<file path="src/rtl/tbase_prescaled.sv">
module tbase_prescaled #(
  parameter int CNT_W = 24,
  parameter int DIV_W = 8
) (
  input  logic             clk,
  input  logic             rst_n,
  input  logic             en,
  input  logic             src_sel,
  input  logic [DIV_W-1:0] div_code,
  input  logic             ext_tick,
  output logic [CNT_W-1:0] count,
  output logic             tick_out
);

  localparam int PH_W = DIV_W + 1;

  logic [DIV_W-1:0] div_q;
  logic [PH_W-1:0]  ph;
  logic             chg;
  logic             adv;

  assign chg      = div_code != div_q;
  assign tick_out = en && !chg && (ph == {div_q, 1'b1});
  assign adv      = en && (src_sel ? ext_tick : tick_out);

  always_ff @(posedge clk) begin
    if (!rst_n) begin
      div_q <= '0;
      ph    <= '0;
      count <= '0;
    end else begin
      div_q <= div_code;
      if (!en || chg || tick_out) ph <= '0;
      else                        ph <= ph + 1'b1;
      if (adv) count <= count + 1'b1;
    end
  end

  AST_PHASE_RANGE: assert property (@(posedge clk) disable iff (!rst_n)
    ph <= {div_q, 1'b1});

  AST_TICK_PULSE: assert property (@(posedge clk) disable iff (!rst_n)
    tick_out |=> !tick_out);

  AST_INT_STEP: assert property (@(posedge clk) disable iff (!rst_n)
    (en && !src_sel && tick_out) |=> count == $past(count) + 1'b1);

  AST_EXT_STEP: assert property (@(posedge clk) disable iff (!rst_n)
    (en && src_sel && ext_tick) |=> count == $past(count) + 1'b1);

  AST_EXT_IDLE: assert property (@(posedge clk) disable iff (!rst_n)
    (en && src_sel && !ext_tick) |=> $stable(count));

  AST_OFF_HOLD: assert property (@(posedge clk) disable iff (!rst_n)
    !en |=> $stable(count));

endmodule

</file>
<file path="config.mk">
export PLATFORM = sky130hd
export DESIGN_NAME = tbase_prescaled
export DESIGN_NICKNAME = d
export VERILOG_FILES = /design/src/rtl/tbase_prescaled.sv
export SDC_FILE = /design/constraint.sdc
export NUM_CORES = 1
export LEC_CHECK = 0
export BUFFER_PORTS_ARGS = -buffer_cell sky130_fd_sc_hd__buf_2
export CORE_MARGIN = 3
export CORE_UTILIZATION = 58
export DETAILED_ROUTE_END_ITERATION = 12
export PLACE_DENSITY = 0.85
export SLEW_MARGIN = 20
export SYNTH_ARGS = -nofsm -noshare
export SYNTH_HDL_FRONTEND = slang
export SYNTH_SLANG_ARGS = --single-unit
</file>
<file path="constraint.sdc">
create_clock -name clk -period 6 [get_ports clk]
set_input_delay 0.6 -clock clk [delete_from_list [all_inputs] [get_ports clk]]
set_output_delay 0.6 -clock clk [all_outputs]
set_load 0.005 [all_outputs]
</file>
==> results of run 1 <==
flip-flops by register name, summed over array words and instances (netlist names):
signal,cells
count,24
ph,9
div_q,8
layer usage:
metal | track usage, % | up-vias | wire length [um]
li1 | - | 869 | -
met1 | 27.2 | 787 | 1890
met2 | 36.2 | 43 | 1870
met3 | 6.77 | 6 | 215
met4 | 8.09 | 0 | 55
met5 | 0 | - | 0
critical path, stage by stage (launching register included):
cell and delay, ns:
dfxtp_1 0.38, xor2_1 0.18, nor4_1 0.31, nand4_1 0.18, o31a_1 0.31, buf_4 0.24
or4_1 0.54, a21oi_1 0.16
power by group through the flow:
| stage | sequential (W) | clock, W | combinational [W] |
|---|---|---|---|
| 6_report | 0.000279 | 0.000136 | 0.0000253 |
| 5_1_grt | 0.000279 | 0.000148 | 0.0000289 |
| 4_1_cts | 0.000279 | 0.000138 | 0.0000254 |
| 3_5_place_dp | 0.000285 | 0 | 0.0000253 |
| 3_3_place_gp | 0.000285 | 0 | 0.0000248 |
| 2_1_floorplan | 0.000284 | 0 | 0.0000167 |
cell usage after synthesis (4+ instances only):
library cell	count	area (um2)
dfxtp_1	41	821
a21oi_1	18	90.1
nand3_1	15	75.1
nand2_1	14	52.6
nor2_1	13	48.8
o21ai_0	13	65.1
or3_1	12	75.1
xnor2_1	12	105
xor2_1	12	105
nand4_1	11	68.8
and2_1	9	56.3
clkbuf_1	7	26.3
o31ai_1	6	45.0
or4_1	6	45.0
nand2b_1	5	31.3
and3_1	4	25.0
layout make-up:
cell class | count | area (um2) | area share (%)
clock buffers | 5 | 37.5 | 1.73
repair buffers | 38 | 193 | 8.87
flip-flops and latches | 41 | 821 | 37.8
multi-input cells | 168 | 1040 | 47.9
inverters | 2 | 7.51 | 0.346
well taps | 44 | 55.1 | 2.53
clock inverters | 3 | 17.5 | 0.806
per-stage QoR:
step	setup WS (ns)	hold WS (ns)	cell area, um2
after floorplan	3.71	0.441	1900
after global placement	3.41	0.476	2120
after detailed placement	3.34	0.483	2120
after CTS	3.65	0.459	2170
after global routing	3.44	0.452	2170
final	3.62	0.462	2170
final timing paths:
check                                       startpoint                     end  slack (ns)
worst max register to register        ph[6]$_SDFF_PP0_  count[23]$_SDFFE_PN0P_        3.62
worst min-delay path                       div_code[1]     div_q[1]$_SDFF_PN0_        0.46
worst min register to register  count[15]$_SDFFE_PN0P_  count[15]$_SDFFE_PN0P_        0.50
worst max-delay path                  ph[6]$_SDFF_PP0_  count[23]$_SDFFE_PN0P_        3.62
kinds of logic after synthesis:
logic type | after synthesis | synth area share, %
simple gates | 99 | 28.8
mux | 3 | 1.58
fa+ha+maj | 2 | 1.31
buf+inv | 11 | 2.23
xor+xnor | 24 | 11.0
compound gates | 40 | 11.9
flops | 41 | 43.1
==> impl_metrics.json, run 1 <==
{
  "status": "completed",
  "required_ns": 6.27,
  "syn_to_final_growth_pct": 14.1,
  "grt_setup_unrepaired": "false",
  "final_cell_mix": "41 x dfxtp_1, 37 x buf_2, 18 x a21oi_1",
  "ys_warn_count": 0,
  "n_fill_cell": 283,
  "utilization_pct": 70.0,
  "drt-initial-drc-count": 119,
  "slew-limit-headroom_pct": 62.8,
  "period_minus_slack_ns": 2.38,
  "netlist_area_mm2": 0.00190,
  "drtPass1Iterations": 4,
  "slew_violations": 0,
  "setup_viol": 0,
  "p_leak_nw": 0.825,
  "switchingPower_w": 0.000109,
  "grt_pass1_vias": 1645,
  "fmax_mhz": 420,
  "clock-sinks": 41,
  "grt_max_degree": 45,
  "antenna_cells": 0,
  "routed_wl_mm": 4.04,
  "finish.net_count": 271,
  "ys_async_sr_fraction_pct": 0,
  "core_mm2": 0.00310,
  "ff2ff_path_depth": 7,
  "switching_share_pct": 24.8,
  "cts_resized": 0,
  "pin_count": 38,
  "hold_violations": 0,
  "clk_pin_slew_ns": 0.12,
  "grt_overflow": 0,
  "wl_per_cell_um": 13.4,
  "dieArea_mm2": 0.00401,
  "post_cts_buffers": 0,
  "synth-seq-cells": 41,
  "p_int_w": 0.000331,
  "synth-edff-count": 0,
  "end_kind": "flop",
  "io_buffers": 37,
  "place_congestion": 0.745,
  "dieWidth_um": 63.3,
  "pwr-share-comb_pct": 5.8,
  "crit_arrival_ns": 2.65,
  "worstPathMaxFanout": 44,
  "stdcell_count": 301,
  "hpwlAfterDp_mm": 2.85,
  "grt_first_pass_wirelength_mm": 7.12,
  "clockBufferDepth": 2,
  "ys_types": 31,
  "vias": 1705,
  "drive_gt1_share_pct": 17.9,
  "post-place-cells": 293,
  "clockRootBuffer": "clkbuf_4",
  "fin_crit_sh_pct": 39.7,
  "power_frac_seq_pct": 63.3,
  "power.density_mw_per_mm2": 203,
  "antenna_found_initial": 0,
  "cts_buffers": 5,
  "min_path_type": "primary input to flop",
  "rows": 20,
  "worst_pin_slew_ns": 0.554,
  "initial_core_util_pct": 61.4,
  "grt_util_all_layers_pct": 22.1,
  "h-tree-depth": 2,
  "p_clk_share_pct": 30.9,
  "ant_nets": 0,
  "insertion_delay_ns": 0.35,
  "avgSynthCellArea_um2": 8.66,
  "max-cap-violations": 0,
  "drcViolationCount": 0,
  "die_h_um": 63.3,
  "viasPerCell": 5.66,
  "synth_cells": 220,
  "synthesis.nets": 235,
  "min_path_cells": 2,
  "fin_skew_ns": 0.00748,
  "peakVddDrop_mv": 0.127,
  "cts_tree": "done",
  "synth_flop_cell": "dfxtp_1",
  "path_class": "flop to flop",
  "crit_path_start_kind": "flop",
  "final_common_cell": "dfxtp_1",
  "seq_area_frac_synth_pct": 43.1,
  "cts_hold_buffers": 0,
  "p_total_w": 0.000440,
  "fin_setup_tns_ns": 0
}
(Power assumes the default switching activity.)
==> run 2: changes to the inputs <==
Settings changed: ABC_AREA from default to 1, CORE_UTILIZATION 58 to 50, PLACE_DENSITY 0.85 to 0.77.
Clock period 6 ns to 2.1 ns, I/O delays scaled along.
==> run 2 against run 1 <==
  * Synthesized area up 18%
  * Clock skew up 0.00070 ns
  * Worst setup slack worse by 3.3 ns
  * Global-route usage down 1.0 points
==> impl_metrics.json, run 2 <==
{
  "status": "completed",
  "drt-initial-drc-count": 210,
  "slew_violations": 0,
  "largest_register_ffs": 24,
  "ant_nets": 0,
  "max-cap-violations": 0,
  "final_common_cell": "nand2_1",
  "antenna_cells": 0,
  "grt_util_all_layers_pct": 21.1,
  "fin_skew_ns": 0.00819,
  "crit_path_start_kind": "flop",
  "n_fill_cell": 417,
  "vias": 2266,
  "clock-sinks": 41,
  "peakVddDrop_mv": 0.325,
  "io_buffers": 37,
  "antenna_found_initial": 0,
  "period_minus_slack_ns": 1.82,
  "hold_ws_ns": 0.109,
  "rows": 23,
  "slowest_delay_ns": 0.40,
  "path_delay_family": "simple AND/OR/NAND/NOR gates",
  "synth-edff-count": 0,
  "avgSynthCellArea_um2": 6.19,
  "synth.most_common_cell": "nand2_1",
  "seq_area_frac_synth_pct": 36.6,
  "p_int_w": 0.00123,
  "viasPerCell": 5.04,
  "drcViolationCount": 0,
  "hpwlAfterDp_mm": 3.83,
  "synth_flop_cell": "dfxtp_1",
  "wl_per_cell_um": 11.6,
  "synth_common_cells": "101 x nand2_1, 64 x nor2_1, 52 x inv_1",
  "synth_cells": 362,
  "r2r_setup_slack_ns": 0.28,
  "p_clk_share_pct": 42.0,
  "switchingPower_w": 0.000369,
  "post-place-cells": 442,
  "netlist_area_mm2": 0.00224,
  "core_mm2": 0.00417,
  "regArea_um2": 821,
  "multiInputGateArea_mm2": 0.00115,
  "insertion_delay_ns": 0.30,
  "fin_crit_sh_pct": 86.9,
  "slew-limit-headroom_pct": 71.8,
  "drive_gt1_share_pct": 12.8,
  "initial_core_util_pct": 53.7,
  "pwr-share-comb_pct": 7.7,
  "grt_overflow": 0,
  "fmax_mhz": 548,
  "clockRootBuffer": "clkbuf_8",
  "clk_pin_slew_ns": 0.08,
  "largestRegisters": "count: 24 flops, ph: 9 flops, div_q: 8 flops",
  "end_kind": "flop",
  "power_frac_seq_pct": 50.3,
  "cts_buffers": 5,
  "switching_share_pct": 23.1,
  "p_total_w": 0.00159,
  "yosys-top-cells-area": "dfxtp_1 37%, nand2_1 17%, nor2_1 11%",
  "min_path_cells": 3,
  "fin_setup_tns_ns": 0,
  "ys_warn_count": 0,
  "dieArea_mm2": 0.00532,
  "cts_tree": "done",
  "setup_viol": 0,
  "timing.critical_path.cells": "ha_1 -> nand2_1 -> inv_1 -> nand3b_1 -> nor2_1 -> nand2_1 -> nor2_2 -> nand3_1 -> nor2_1 -> nand3_1 -> nand2_1 -> nor2_1",
  "reg2reg_from": "count[0]$_SDFFE_PN0P_",
  "power.density_mw_per_mm2": 620,
  "hold_violations": 0,
  "ys_async_sr_fraction_pct": 0,
  "slowest_stage": "dfxtp_1",
  "dieWidth_um": 72.9,
  "synth_top_area_share_pct": 36.6,
  "utilization_pct": 61.6,
  "worstPathMaxFanout": 5,
  "critPathBufInv": 1,
  "finish.net_count": 414,
  "synth-seq-cells": 41,
  "regMostFlops": "count",
  "h-tree-depth": 2,
  "crit_arrival_ns": 2.02,
  "grt_max_degree": 27,
  "min_path_type": "primary input to flop",
  "timing.rr.end": "count[20]$_SDFFE_PN0P_",
  "pin_count": 38,
  "grt_setup_unrepaired": "false",
  "hold_start": "div_code[2]",
  "synthesis.nets": 377,
  "routed_wl_mm": 5.24,
  "ys_types": 23,
  "min_delay_worst_endpoint": "div_q[2]$_SDFF_PN0_",
  "stdcell_count": 450,
  "grt_pass1_vias": 2036,
  "place_congestion": 0.884,
  "die_h_um": 72.9,
  "p_leak_nw": 1.21,
  "grt_first_pass_wirelength_mm": 8.85,
  "worst_pin_slew_ns": 0.419,
  "ff2ff_path_depth": 12,
  "drtPass1Iterations": 4,
  "syn_to_final_growth_pct": 14.8,
  "path_class": "flop to flop",
  "clockBufferDepth": 2,
  "required_ns": 2.29,
  "synth_top_area_cell": "dfxtp_1",
  "final_cell_mix": "101 x nand2_1, 63 x nor2_1, 52 x inv_1"
}
==> run 2: area by class of cell <==
class	instances	area share, %
clock buffers	7	3.36
repair buffers	40	8.56
multi-input cells	258	44.8
well taps	50	2.43
clock inverters	1	1.17
inverters	53	7.73
flip-flops and latches	41	31.9
==> run 2: logic make-up after synthesis <==
group / Yosys count / share of synthesized area [%]
buf+inv: 63 / 12.0
flops: 41 / 36.6
fa+ha+maj: 2 / 1.12
xor+xnor: 6 / 2.35
simple gates: 222 / 41.7
compound gates: 28 / 6.25
==> run 2: how the worst max path moves through the flow <==
stage / from / slack [ns] / cells after the start / endpoint
after floorplan: count[0]$_SDFFE_PN0P_ / 0.51 / 12 / count[20]$_SDFFE_PN0P_
after global placement: count[0]$_SDFFE_PN0P_ / 0.32 / 10 / count[22]$_SDFFE_PN0P_
after detailed placement: count[0]$_SDFFE_PN0P_ / 0.30 / 12 / count[20]$_SDFFE_PN0P_
after CTS: count[0]$_SDFFE_PN0P_ / 0.20 / 12 / count[20]$_SDFFE_PN0P_
after global routing: count[0]$_SDFFE_PN0P_ / 0.04 / 12 / count[20]$_SDFFE_PN0P_
final: count[0]$_SDFFE_PN0P_ / 0.28 / 12 / count[20]$_SDFFE_PN0P_
==> run 2: through the flow <==
step	instance area, um2	worst slack [ns]
after floorplan	2240	0.510
final	2570	0.275
after global placement	2450	0.318
after detailed placement	2450	0.303
after CTS	2570	0.203
after global routing	2570	0.0403
==> run 2: worst min-delay path: cells and delay by family <==
kind | cells | cell delay, ns
buffers and inverters | 2 | 0.13
and+or+nand+nor | 1 | 0.04
==> run 2: timing repair <==
action / in CTS / in global routing
resized for setup: 0 / 1
endpoints found under the setup margin: 0 / 2
buffers inserted: 0 / 0
hold buffers: 0 / 0
==> run 2: layer usage <==
metal | global-route usage [%] | part of all wire [%] | wire length [um] | vias up
li1 | - | - | - | 1193
met1 | 28.4 | 48 | 2500 | 1001
met2 | 33.2 | 44 | 2330 | 68
met3 | 4.96 | 7.1 | 370 | 4
met4 | 6.76 | 0.82 | 43 | 0
met5 | 0 | 0 | 0 | -
==> run 2: power by group through the flow <==
stage	Combinational, W	Clock (W)	Sequential [W]
floorplan	0.0000864	0	0.000818
global placement	0.000119	0	0.000820
detailed placement	0.000121	0	0.000821
CTS	0.000122	0.000679	0.000802
global route	0.000138	0.000701	0.000805
finish	0.000122	0.000669	0.000802
